===== src/rtl/berr_pkg.sv =====
package berr_pkg;
    localparam int KIND_W   = 4;
    localparam int FLD_W    = 6;
    localparam int B_FLOCK  = 4;
    localparam int B_ALOCK  = 5;

    typedef enum logic [1:0] {
        ST_EMPTY  = 2'd0,
        ST_OPEN   = 2'd1,
        ST_LOCKED = 2'd2
    } fld_state_t;

    typedef enum logic {
        AD_FREE = 1'b0,
        AD_HELD = 1'b1
    } adr_state_t;
endpackage


===== src/rtl/berr_classify.sv =====
module berr_classify
    import berr_pkg::*;
#(
    parameter int NM    = 2,
    parameter int MID_W = 1
) (
    input  logic              clk,
    input  logic              rst_n,
    input  logic              xfer_start,
    input  logic              xfer_done,
    input  logic [MID_W-1:0]  xfer_master,
    input  logic              ev_protect,
    input  logic              ev_ext,
    input  logic              ev_timeout,
    input  logic              ev_parity,
    input  logic              tmo_en,
    input  logic              par_en,
    output logic [KIND_W-1:0] kinds,
    output logic              err_any,
    output logic [NM-1:0]     err_resp,
    output logic              bus_start
);
    always_comb begin
        kinds   = {ev_parity & par_en, ev_timeout & tmo_en, ev_ext, ev_protect};
        err_any = xfer_done & (|kinds);
    end

    assign bus_start = xfer_start & ~ev_protect;

    for (genvar i = 0; i < NM; i++) begin : g_resp
        assign err_resp[i] = err_any & (xfer_master == MID_W'(i));
    end

    // protect must keep the external bus quiet
    a_r4_protect_no_bus: assert property (@(posedge clk) disable iff (!rst_n)
        ev_protect |-> !bus_start);
    // at most one master gets a response
    a_r5_resp_onehot: assert property (@(posedge clk) disable iff (!rst_n)
        $onehot0(err_resp));
    // no response outside a completed transfer
    a_r5_resp_needs_done: assert property (@(posedge clk) disable iff (!rst_n)
        !xfer_done |-> (err_resp == '0));
endmodule


===== src/rtl/berr_field_fsm.sv =====
module berr_field_fsm
    import berr_pkg::*;
(
    input  logic              clk,
    input  logic              rst_n,
    input  logic              clr,
    input  logic [B_FLOCK:0]  clr_bits,
    input  logic              log_en,
    input  logic              lock_req,
    input  logic [KIND_W-1:0] log_kinds,
    output logic [KIND_W-1:0] kinds,
    output logic              flock
);
    fld_state_t state, nxt_state;
    logic [KIND_W-1:0] nxt_kinds;

    always_ff @(posedge clk or negedge rst_n) begin
        if (!rst_n) begin
            state <= ST_EMPTY;
            kinds <= '0;
        end else begin
            state <= nxt_state;
            kinds <= nxt_kinds;
        end
    end

    always_comb begin
        nxt_state = state;
        nxt_kinds = kinds;
        if (clr) begin
            nxt_kinds = kinds & ~clr_bits[KIND_W-1:0];
            if (state == ST_LOCKED && !clr_bits[B_FLOCK])
                nxt_state = ST_LOCKED;
            else if (|nxt_kinds)
                nxt_state = ST_OPEN;
            else
                nxt_state = ST_EMPTY;
        end else begin
            unique case (state)
                ST_EMPTY, ST_OPEN: begin
                    if (log_en) begin
                        nxt_kinds = log_kinds;
                        nxt_state = lock_req ? ST_LOCKED : ST_OPEN;
                    end
                end
                ST_LOCKED: begin
                    nxt_state = ST_LOCKED;
                end
                default: begin
                    nxt_state = ST_EMPTY;
                    nxt_kinds = '0;
                end
            endcase
        end
    end

    assign flock = (state == ST_LOCKED);

    // a locked field keeps its kinds until software writes it
    a_r7_locked_stable: assert property (@(posedge clk) disable iff (!rst_n)
        (flock && !clr) |=> $stable(kinds));
    // a clear of the field lock wins over a same-cycle locking error
    a_r12_clear_wins: assert property (@(posedge clk) disable iff (!rst_n)
        (clr && clr_bits[B_FLOCK]) |=> !flock);
endmodule


===== src/rtl/berr_addr_lock.sv =====
module berr_addr_lock
    import berr_pkg::*;
#(
    parameter int NM     = 2,
    parameter int MID_W  = 1,
    parameter int ADDR_W = 32
) (
    input  logic              clk,
    input  logic              rst_n,
    input  logic              log_en,
    input  logic              lock_req,
    input  logic [MID_W-1:0]  mid,
    input  logic [ADDR_W-1:0] addr,
    input  logic [NM-1:0]     clr_vec,
    input  logic              rel_bit,
    output logic [ADDR_W-1:0] bear,
    output logic              held,
    output logic [MID_W-1:0]  owner
);
    adr_state_t state, nxt_state;
    logic [ADDR_W-1:0] nxt_bear;
    logic [MID_W-1:0]  nxt_owner;
    logic              release_req;

    assign release_req = clr_vec[owner] & rel_bit;

    always_ff @(posedge clk or negedge rst_n) begin
        if (!rst_n) begin
            state <= AD_FREE;
            bear  <= '0;
            owner <= '0;
        end else begin
            state <= nxt_state;
            bear  <= nxt_bear;
            owner <= nxt_owner;
        end
    end

    always_comb begin
        nxt_state = state;
        nxt_bear  = bear;
        nxt_owner = owner;
        unique case (state)
            AD_FREE: begin
                if (log_en) begin
                    nxt_bear = addr;
                    if (lock_req) begin
                        nxt_state = AD_HELD;
                        nxt_owner = mid;
                    end
                end
            end
            AD_HELD: begin
                if (release_req)
                    nxt_state = AD_FREE;
            end
            default: nxt_state = AD_FREE;
        endcase
    end

    assign held = (state == AD_HELD);

    // a held address never moves until the owner releases it
    a_r9_bear_frozen: assert property (@(posedge clk) disable iff (!rst_n)
        (held && !release_req) |=> $stable(bear));
    // a locking error on a free address grants the lock to its master
    a_r8_grant_owner: assert property (@(posedge clk) disable iff (!rst_n)
        (!held && log_en && lock_req) |=> (held && owner == $past(mid)));
endmodule


===== src/rtl/berr_capture.sv =====
module berr_capture
    import berr_pkg::*;
#(
    parameter int NM     = 2,
    parameter int ADDR_W = 32,
    localparam int MID_W = (NM > 1) ? $clog2(NM) : 1,
    localparam int SEL_W = $clog2(NM + 2)
) (
    input  logic              clk,
    input  logic              rst_n,
    input  logic              xfer_start,
    output logic              bus_start,
    input  logic              xfer_done,
    input  logic [MID_W-1:0]  xfer_master,
    input  logic              xfer_lock,
    input  logic [ADDR_W-1:0] xfer_addr,
    input  logic              ev_protect,
    input  logic              ev_ext,
    input  logic              ev_timeout,
    input  logic              ev_parity,
    output logic [NM-1:0]     err_resp,
    input  logic              sw_wr,
    input  logic [SEL_W-1:0]  sw_sel,
    input  logic [FLD_W-1:0]  sw_wdata,
    output logic [ADDR_W-1:0] sw_rdata
);
    logic [1:0]        cfg_q;
    logic [KIND_W-1:0] kinds;
    logic              err_any;
    logic [NM-1:0]     clr_vec;
    logic              log_ok;
    logic [NM-1:0]     log_vec;
    logic [KIND_W-1:0] fld_kinds [NM];
    logic [NM-1:0]     fld_lock;
    logic [NM-1:0]     adr_lock;
    logic [ADDR_W-1:0] bear;
    logic              adr_held;
    logic [MID_W-1:0]  adr_owner;

    always_ff @(posedge clk or negedge rst_n) begin
        if (!rst_n)
            cfg_q <= '0;
        else if (sw_wr && sw_sel == SEL_W'(NM + 1))
            cfg_q <= sw_wdata[1:0];
    end

    berr_classify #(.NM(NM), .MID_W(MID_W)) u_cls (
        .clk        (clk),
        .rst_n      (rst_n),
        .xfer_start (xfer_start),
        .xfer_done  (xfer_done),
        .xfer_master(xfer_master),
        .ev_protect (ev_protect),
        .ev_ext     (ev_ext),
        .ev_timeout (ev_timeout),
        .ev_parity  (ev_parity),
        .tmo_en     (cfg_q[0]),
        .par_en     (cfg_q[1]),
        .kinds      (kinds),
        .err_any    (err_any),
        .err_resp   (err_resp),
        .bus_start  (bus_start)
    );

    assign log_ok = err_any & ~clr_vec[xfer_master];

    for (genvar i = 0; i < NM; i++) begin : g_fld
        assign clr_vec[i]  = sw_wr && (sw_sel == SEL_W'(i));
        assign log_vec[i]  = log_ok && (xfer_master == MID_W'(i));
        assign adr_lock[i] = adr_held && (adr_owner == MID_W'(i));

        berr_field_fsm u_fld (
            .clk      (clk),
            .rst_n    (rst_n),
            .clr      (clr_vec[i]),
            .clr_bits (sw_wdata[B_FLOCK:0]),
            .log_en   (log_vec[i]),
            .lock_req (xfer_lock),
            .log_kinds(kinds),
            .kinds    (fld_kinds[i]),
            .flock    (fld_lock[i])
        );
    end

    berr_addr_lock #(.NM(NM), .MID_W(MID_W), .ADDR_W(ADDR_W)) u_adr (
        .clk     (clk),
        .rst_n   (rst_n),
        .log_en  (log_ok),
        .lock_req(xfer_lock),
        .mid     (xfer_master),
        .addr    (xfer_addr),
        .clr_vec (clr_vec),
        .rel_bit (sw_wdata[B_ALOCK]),
        .bear    (bear),
        .held    (adr_held),
        .owner   (adr_owner)
    );

    always_comb begin
        sw_rdata = '0;
        for (int i = 0; i < NM; i++) begin
            if (sw_sel == SEL_W'(i))
                sw_rdata = ADDR_W'({adr_lock[i], fld_lock[i], fld_kinds[i]});
        end
        if (sw_sel == SEL_W'(NM))
            sw_rdata = bear;
        else if (sw_sel == SEL_W'(NM + 1))
            sw_rdata = ADDR_W'(cfg_q);
    end

    // the address lock belongs to at most one master
    a_r8_single_owner: assert property (@(posedge clk) disable iff (!rst_n)
        $onehot0(adr_lock));
    // disabled timeout/parity kinds never reach a field
    a_r3_disabled_not_logged: assert property (@(posedge clk) disable iff (!rst_n)
        (xfer_done && !ev_protect && !ev_ext && (ev_timeout ? !cfg_q[0] : 1'b1)
         && (ev_parity ? !cfg_q[1] : 1'b1)) |-> (err_resp == '0));
endmodule


===== config.mk =====
export PLATFORM = sky130hd
export DESIGN_NAME = berr_capture
export DESIGN_NICKNAME = d
export VERILOG_FILES = /design/src/rtl/berr_pkg.sv /design/src/rtl/berr_classify.sv /design/src/rtl/berr_field_fsm.sv /design/src/rtl/berr_addr_lock.sv /design/src/rtl/berr_capture.sv
export SDC_FILE = /design/constraint.sdc
export NUM_CORES = 1
export LEC_CHECK = 0
export BUFFER_PORTS_ARGS = -buffer_cell sky130_fd_sc_hd__buf_2
export CORE_MARGIN = 2
export CORE_UTILIZATION = 40
export DETAILED_ROUTE_END_ITERATION = 7
export MAX_ROUTING_LAYER = met4
export PLACE_DENSITY = 0.73
export SETUP_SLACK_MARGIN = 0.2
export SKIP_CTS_REPAIR_TIMING = 1
export SLEW_MARGIN = 40
export SYNTH_ARGS = -nofsm -noshare
export SYNTH_HDL_FRONTEND = slang
export SYNTH_SLANG_ARGS = --single-unit

===== constraint.sdc =====
create_clock -name clk -period 5.2 [get_ports clk]
set_clock_uncertainty 0.2 [all_clocks]
set_input_delay 1.3 -clock clk [delete_from_list [all_inputs] [get_ports clk]]
set_output_delay 1.3 -clock clk [all_outputs]
set_load 0.03 [all_outputs]

# Yosys cells after proc, flatten, opt, wreduce, memory -nomap -nowiden
# Cells that the tools add are included.
[op_classes]
magnitude_cmp = 2
eq_ne = 11
mux = 29
n_bitwise = 16
reduce_logical = 22
[ops]
columns = ["op", "count"]
rows = [
  ["two-way mux 32 bit", 1],
  ["two-way mux 6 bit", 3],
  ["two-way mux 4 bit", 4],
  ["one-hot mux 4 bit (2 select lines)", 2],
  ["two-way mux 2 bit", 7],
  ["OR reduction 4 bit", 3],
  ["logical AND 1 bit", 9],
  ["two-way mux 1 bit", 9],
  ["bitwise AND 1 bit", 8],
  ["bitwise AND 4 bit", 2],
  ["equality test 2 bit, second input constant", 4],
  ["one-hot mux 2 bit (2 select lines)", 2],
  ["equality test 2 x 1 -> 1 bit, second input constant", 3],
  ["zero test 2 bit", 3],
  ["!= test 3 x 1 -> 1 bit, second input constant", 2],
  ["AND reduction 2 bit", 3],
  ["NOT 1 bit", 5],
  ["< comparator 1 x 2 -> 1 bit, second input constant", 2],
  ["!= test 2 x 1 -> 1 bit, second input constant", 2],
  ["NOT 4 bit", 1],
  ["OR reduction 2 bit", 2],
  ["AND reduction 3 bit", 1],
  ["one-hot mux 1 bit (2 select lines)", 1],
  ["zero test 1 bit", 1],
]
[totals]
register_bits = 48
wordCells = 88

# Logic depth before layout (Yosys ltp)
[depth]
depth_word = 10
depth_mapped = 6
mapped_depth_nobuf = 4

# Hierarchy
# From an unflattened synthesis, not the netlist that was laid out.
[unflattened]
cells_unflattened = 206
hier_area_um2 = 2651.3
[by_module_without_submodules]
columns = ["mod", "instances", "cells_per_inst", "area_each_um2", "seq_area_each_um2"]
rows = [
  ["berr_addr_lock", 1, 76, 1437.6, 850.8],
  ["berr_field_fsm", 2, 31, 345.3, 150.1],
  ["berr_capture", 1, 56, 446.7, 50.0],
  ["berr_classify", 1, 12, 76.3, 0.0],
]

# Worst setup path after synthesis
# No wires, ideal clock.
[synth_timing]
path_kind = "input to output"
start = "input sw_sel[0]"
end = "output sw_rdata[5]"
t_arrival_ns = 2.400
required_ns = 3.700
path_slack_ns = 1.300
stages = 4
path_buffers = 1
path_cell_list = "buf_2 -> xnor2_1 -> nand2_1 -> o21ai_0"
[synth_via]
elab_chain_cells = 5
[synth_rtl]
columns = ["element", "line_no", "text"]
rows = [
  ["start, declared", "berr_capture.sv:23", "input logic [SEL_W-1:0] sw_sel,"],
  ["zero test 2 bit", "berr_capture.sv:102", "if (sw_sel == SEL_W'(i))"],
  ["two-way mux 6 bit (2 in series)", "berr_capture.sv:102", ""],
  ["two-way mux 6 bit", "berr_capture.sv:107", "else if (sw_sel == SEL_W'(NM + 1))"],
  ["two-way mux 32 bit *", "berr_capture.sv:105", "if (sw_sel == SEL_W'(NM))"],
  ["end, declared", "berr_capture.sv:25", "output logic [ADDR_W-1:0] sw_rdata"],
]
# Mark *: on every way between the ends. The rest lies on a longest branch, timed or not.

# Worst setup path after layout
[layout_timing]
start = "input sw_sel[1]"
end = "output sw_rdata[15]"
[layout_via]
elab_chain_cells = 2
[layout_rtl]
columns = ["element", "line_no"]
rows = [
  ["equality test 2 bit", "berr_capture.sv:105"],
  ["two-way mux 32 bit", "berr_capture.sv:105"],
]
# No other way between the ends.

==> results.toml <==
[logic_synthesis]
yosys-top-cells-count = "dfrtp_1, mux2_4, and2_1"
synth_top_cell_area_share_pct = 46.72
synth_top_area_cells = "dfrtp_1, mux2_4, and2_1"
seq_total_area_yosys_pct = 46.72
postSynthRegisterBits = 48
yosys.area.top_type = "dfrtp_1"
synth_ff_type = "dfrtp_1"
yosysWarningCount = 0
synth_area_per_cell_um2 = 12.30
postSynthCellCount = 209
async_reset_ff_share_pct = 100.0
synth_most_common_cell = "dfrtp_1"
synth.cell_area_um2 = 2571
postSynthNetCount = 260
synth_edf_count = 0
netlist-cell-type-count = 41

[timing]
max_slew.worst_pin.slew_ns = 0.6079
rsz0062_at_grt = "no"
timing.final.setup_violations = 0
slew_headroom_pct = 59.48
final.setup.tns_ns = 0
timing.final.hold_violations = 0
tcrit_tclk_final_pct = 78.71
setup_slack_ns = 1.107
min_cycle_time_layout_ns = 4.093
fmax_ghz = 0.2443
slew_violations = 0

[clock_network]
cts.htree.levels = 2
clkTransAtPathRegs_ns = 0.09
cts_tree = "yes"
clock_latency_ns = 0.29
ctsRootBufferMaster = "clkbuf_8"
clkSinkCount = 48
numCtsBuffers = 5
max-clock-path-buffers = 2

[grt]
grt_max_degree = 49
gr-usage-all-layers_pct = 17.67
globalRouteOverflowTotal = 0
grt_pass1_vias = 1921
grt_first_pass_wirelength_um = 9756
grt_util_met1_pct = 25.48
met3_usage_in_global_routing_pct = 2.753
grt_use_met2_pct = 26.48
number_of_antenna_violations_at_the_first_check_in_global_routing = 0
top_usage_layer = "met2"

[floorplanning]
ios = 86
coreArea_um2 = 6277
floorplan.die_area_um2 = 7085
chipHeight_um = 84.18
initial_util_pct = 40.96
floorplan.die.width_um = 84.18
placementRows = 29

[critical_path]
setup.worst_path.class = "in -> out"
end_kind = "output pin"
timing.rr.end = "u_adr.bear[6]"
worst_r2r_startpoint = "cfg_q[0]"
cp-start-kind = "input pin"
critPathArrivalTime_ns = 2.59
timing.critical_path.required_ns = 3.70
worst-path-max-fanout = 17
worst_case_register_to_register_setup_slack_ns = 2.95
r2r.worst_path.cells = 4

[pwr]
p_total_mw = 1.451
p_per_area_nw_per_um2 = 464.5
peakVddDrop_v = 0.0001988
pwr-share-comb_pct = 38.3
pwr-share-clk_pct = 18.3
internal_power_mw = 0.9789
total_leakage_power_nw = 1.606
swShare_pct = 32.52
power.share.sequential_pct = 43.4
total_switching_power_mw = 0.4717

[min_path]
launch_point_of_the_worst_hold_path = "u_adr.bear[7]"
worst_hold_path.num_cells = 1
min-delay-path-class = "reg -> reg"
worst_hold_path.endpoint = "u_adr.bear[7]"

[layout]
flow.area_growth_from_synthesis_pct = 21.46
finish.net_count = 343
post_layout_util_pct = 49.75
final_layout_size_suffix_gt1_share_pct = 45.39
final_cell_area_um2 = 3123
count_of_antenna_diodes_in_the_layout = 0
fillerInstances = 608

[route]
wirelength_um = 5737
avgRoutedWirePerCell_um = 15.51
dr.first_iter.drc_count = 79
drt_pass1_iterations = 4
final_antenna_net_count = 0
vias = 1911
routed_via_density = 5.165
drc_errors = 0

[flow_run]
count_of_maximum_capacitance_violations = 0

[placement]
area_after_dpl_um2 = 3015
place_congestion = 0.8173
dpl_worst_slack_ns = 1.106
place.detailed.hpwl_um = 4310
io_buffer_count = 85

[run_status]
outcome = "finished, final reports clean"
==> power by group through the flow <==
stage	registers, mW	clock network (mW)	logic, mW
after floorplan	0.598	0	0.468
after global placement	0.627	0	0.549
after detailed placement	0.635	0	0.558
after CTS	0.630	0.273	0.561
after global routing	0.653	0.290	0.601
final	0.630	0.266	0.555
==> layout by cell type (no fill, tap or decap), types with 2 or more instances in the layout <==
master     n
and2_1    26
nor2b_1    5
mux2_4    30
o32a_1     2
a32o_1     4
inv_1      5
a21oi_1    4
nand2b_1   5
buf_4      2
mux2i_1    2
a211oi_1   4
dfrtp_1   48
clkbuf_8   5
mux2_2     4
a311oi_1   2
or3b_2     2
buf_2     84
a22o_1     4
o21ai_0    6
nor2_1     3
o22ai_1    8
nand2_1   16
==> worst max-delay path: stages <==
cell and delay (ns):
buf_2 0.20, nor2b_2 0.48, buf_4 0.27, and2_1 0.14, buf_2 0.19
==> kinds of logic (layout without fill, tap and decap cells) <==
family                    after synthesis  count (layout)  share of synthesized area, %
xor gates and xnor gates                2               2                        0.6814
AOI/OAI and AO/OA                      40              40                         11.39
buffers and inverters                  15              99                         4.428
and+or+nand+nor                        65              65                         14.40
DFF                                    48              48                         46.72
muxes                                  39              39                         22.38
==> how the worst max path moves through the flow <==
stage | startpoint | end | slack (ns) | cells past startpoint
after global placement | sw_sel[1] | sw_rdata[12] | 1.17 | 5
after floorplan | sw_sel[0] | sw_rdata[5] | 1.30 | 4
final | sw_sel[1] | sw_rdata[15] | 1.11 | 5
after detailed placement | sw_sel[1] | sw_rdata[15] | 1.11 | 5
after global routing | sw_sel[1] | sw_rdata[15] | 0.94 | 5
after CTS | sw_sel[1] | sw_rdata[15] | 1.10 | 5
==> sequential cells by signal (all words and copies together), names as in the netlist <==
register           flops
g_fld.u_fld.kinds      8
g_fld.u_fld.state      4
u_adr.held             1
u_adr.bear            32
cfg_q                  2
u_adr.owner            1
==> metal layers <==
layer	share of wire, %	wire length (um)	vias to the layer above
met1	47	2684	931
met2	48	2757	58
met3	4.3	244	4
met4	0.89	51	0
met5	0	0	-
li1	-	-	918
==> through the flow <==
stage	hold WS (ns)	std cells
floorplan	0.2704	209
global placement	0.2827	362
detailed placement	0.2878	362
global route	0.3158	370
finish	0.3031	370
CTS	0.3084	370
==> area by class of cell <==
type                            count  area [um2]  share of cell area [%]
Timing Repair Buffer               86       435.4                   13.94
Clock buffer                        6       72.57                   2.324
Inverter                            5       18.77                  0.6010
Multi-Input combinational cell    146        1264                   40.46
Clock inverter                      2       35.03                   1.122
Tap cell                           77       96.34                   3.085
Sequential cell                    48        1201                   38.46
(Power assumes the default switching activity.)
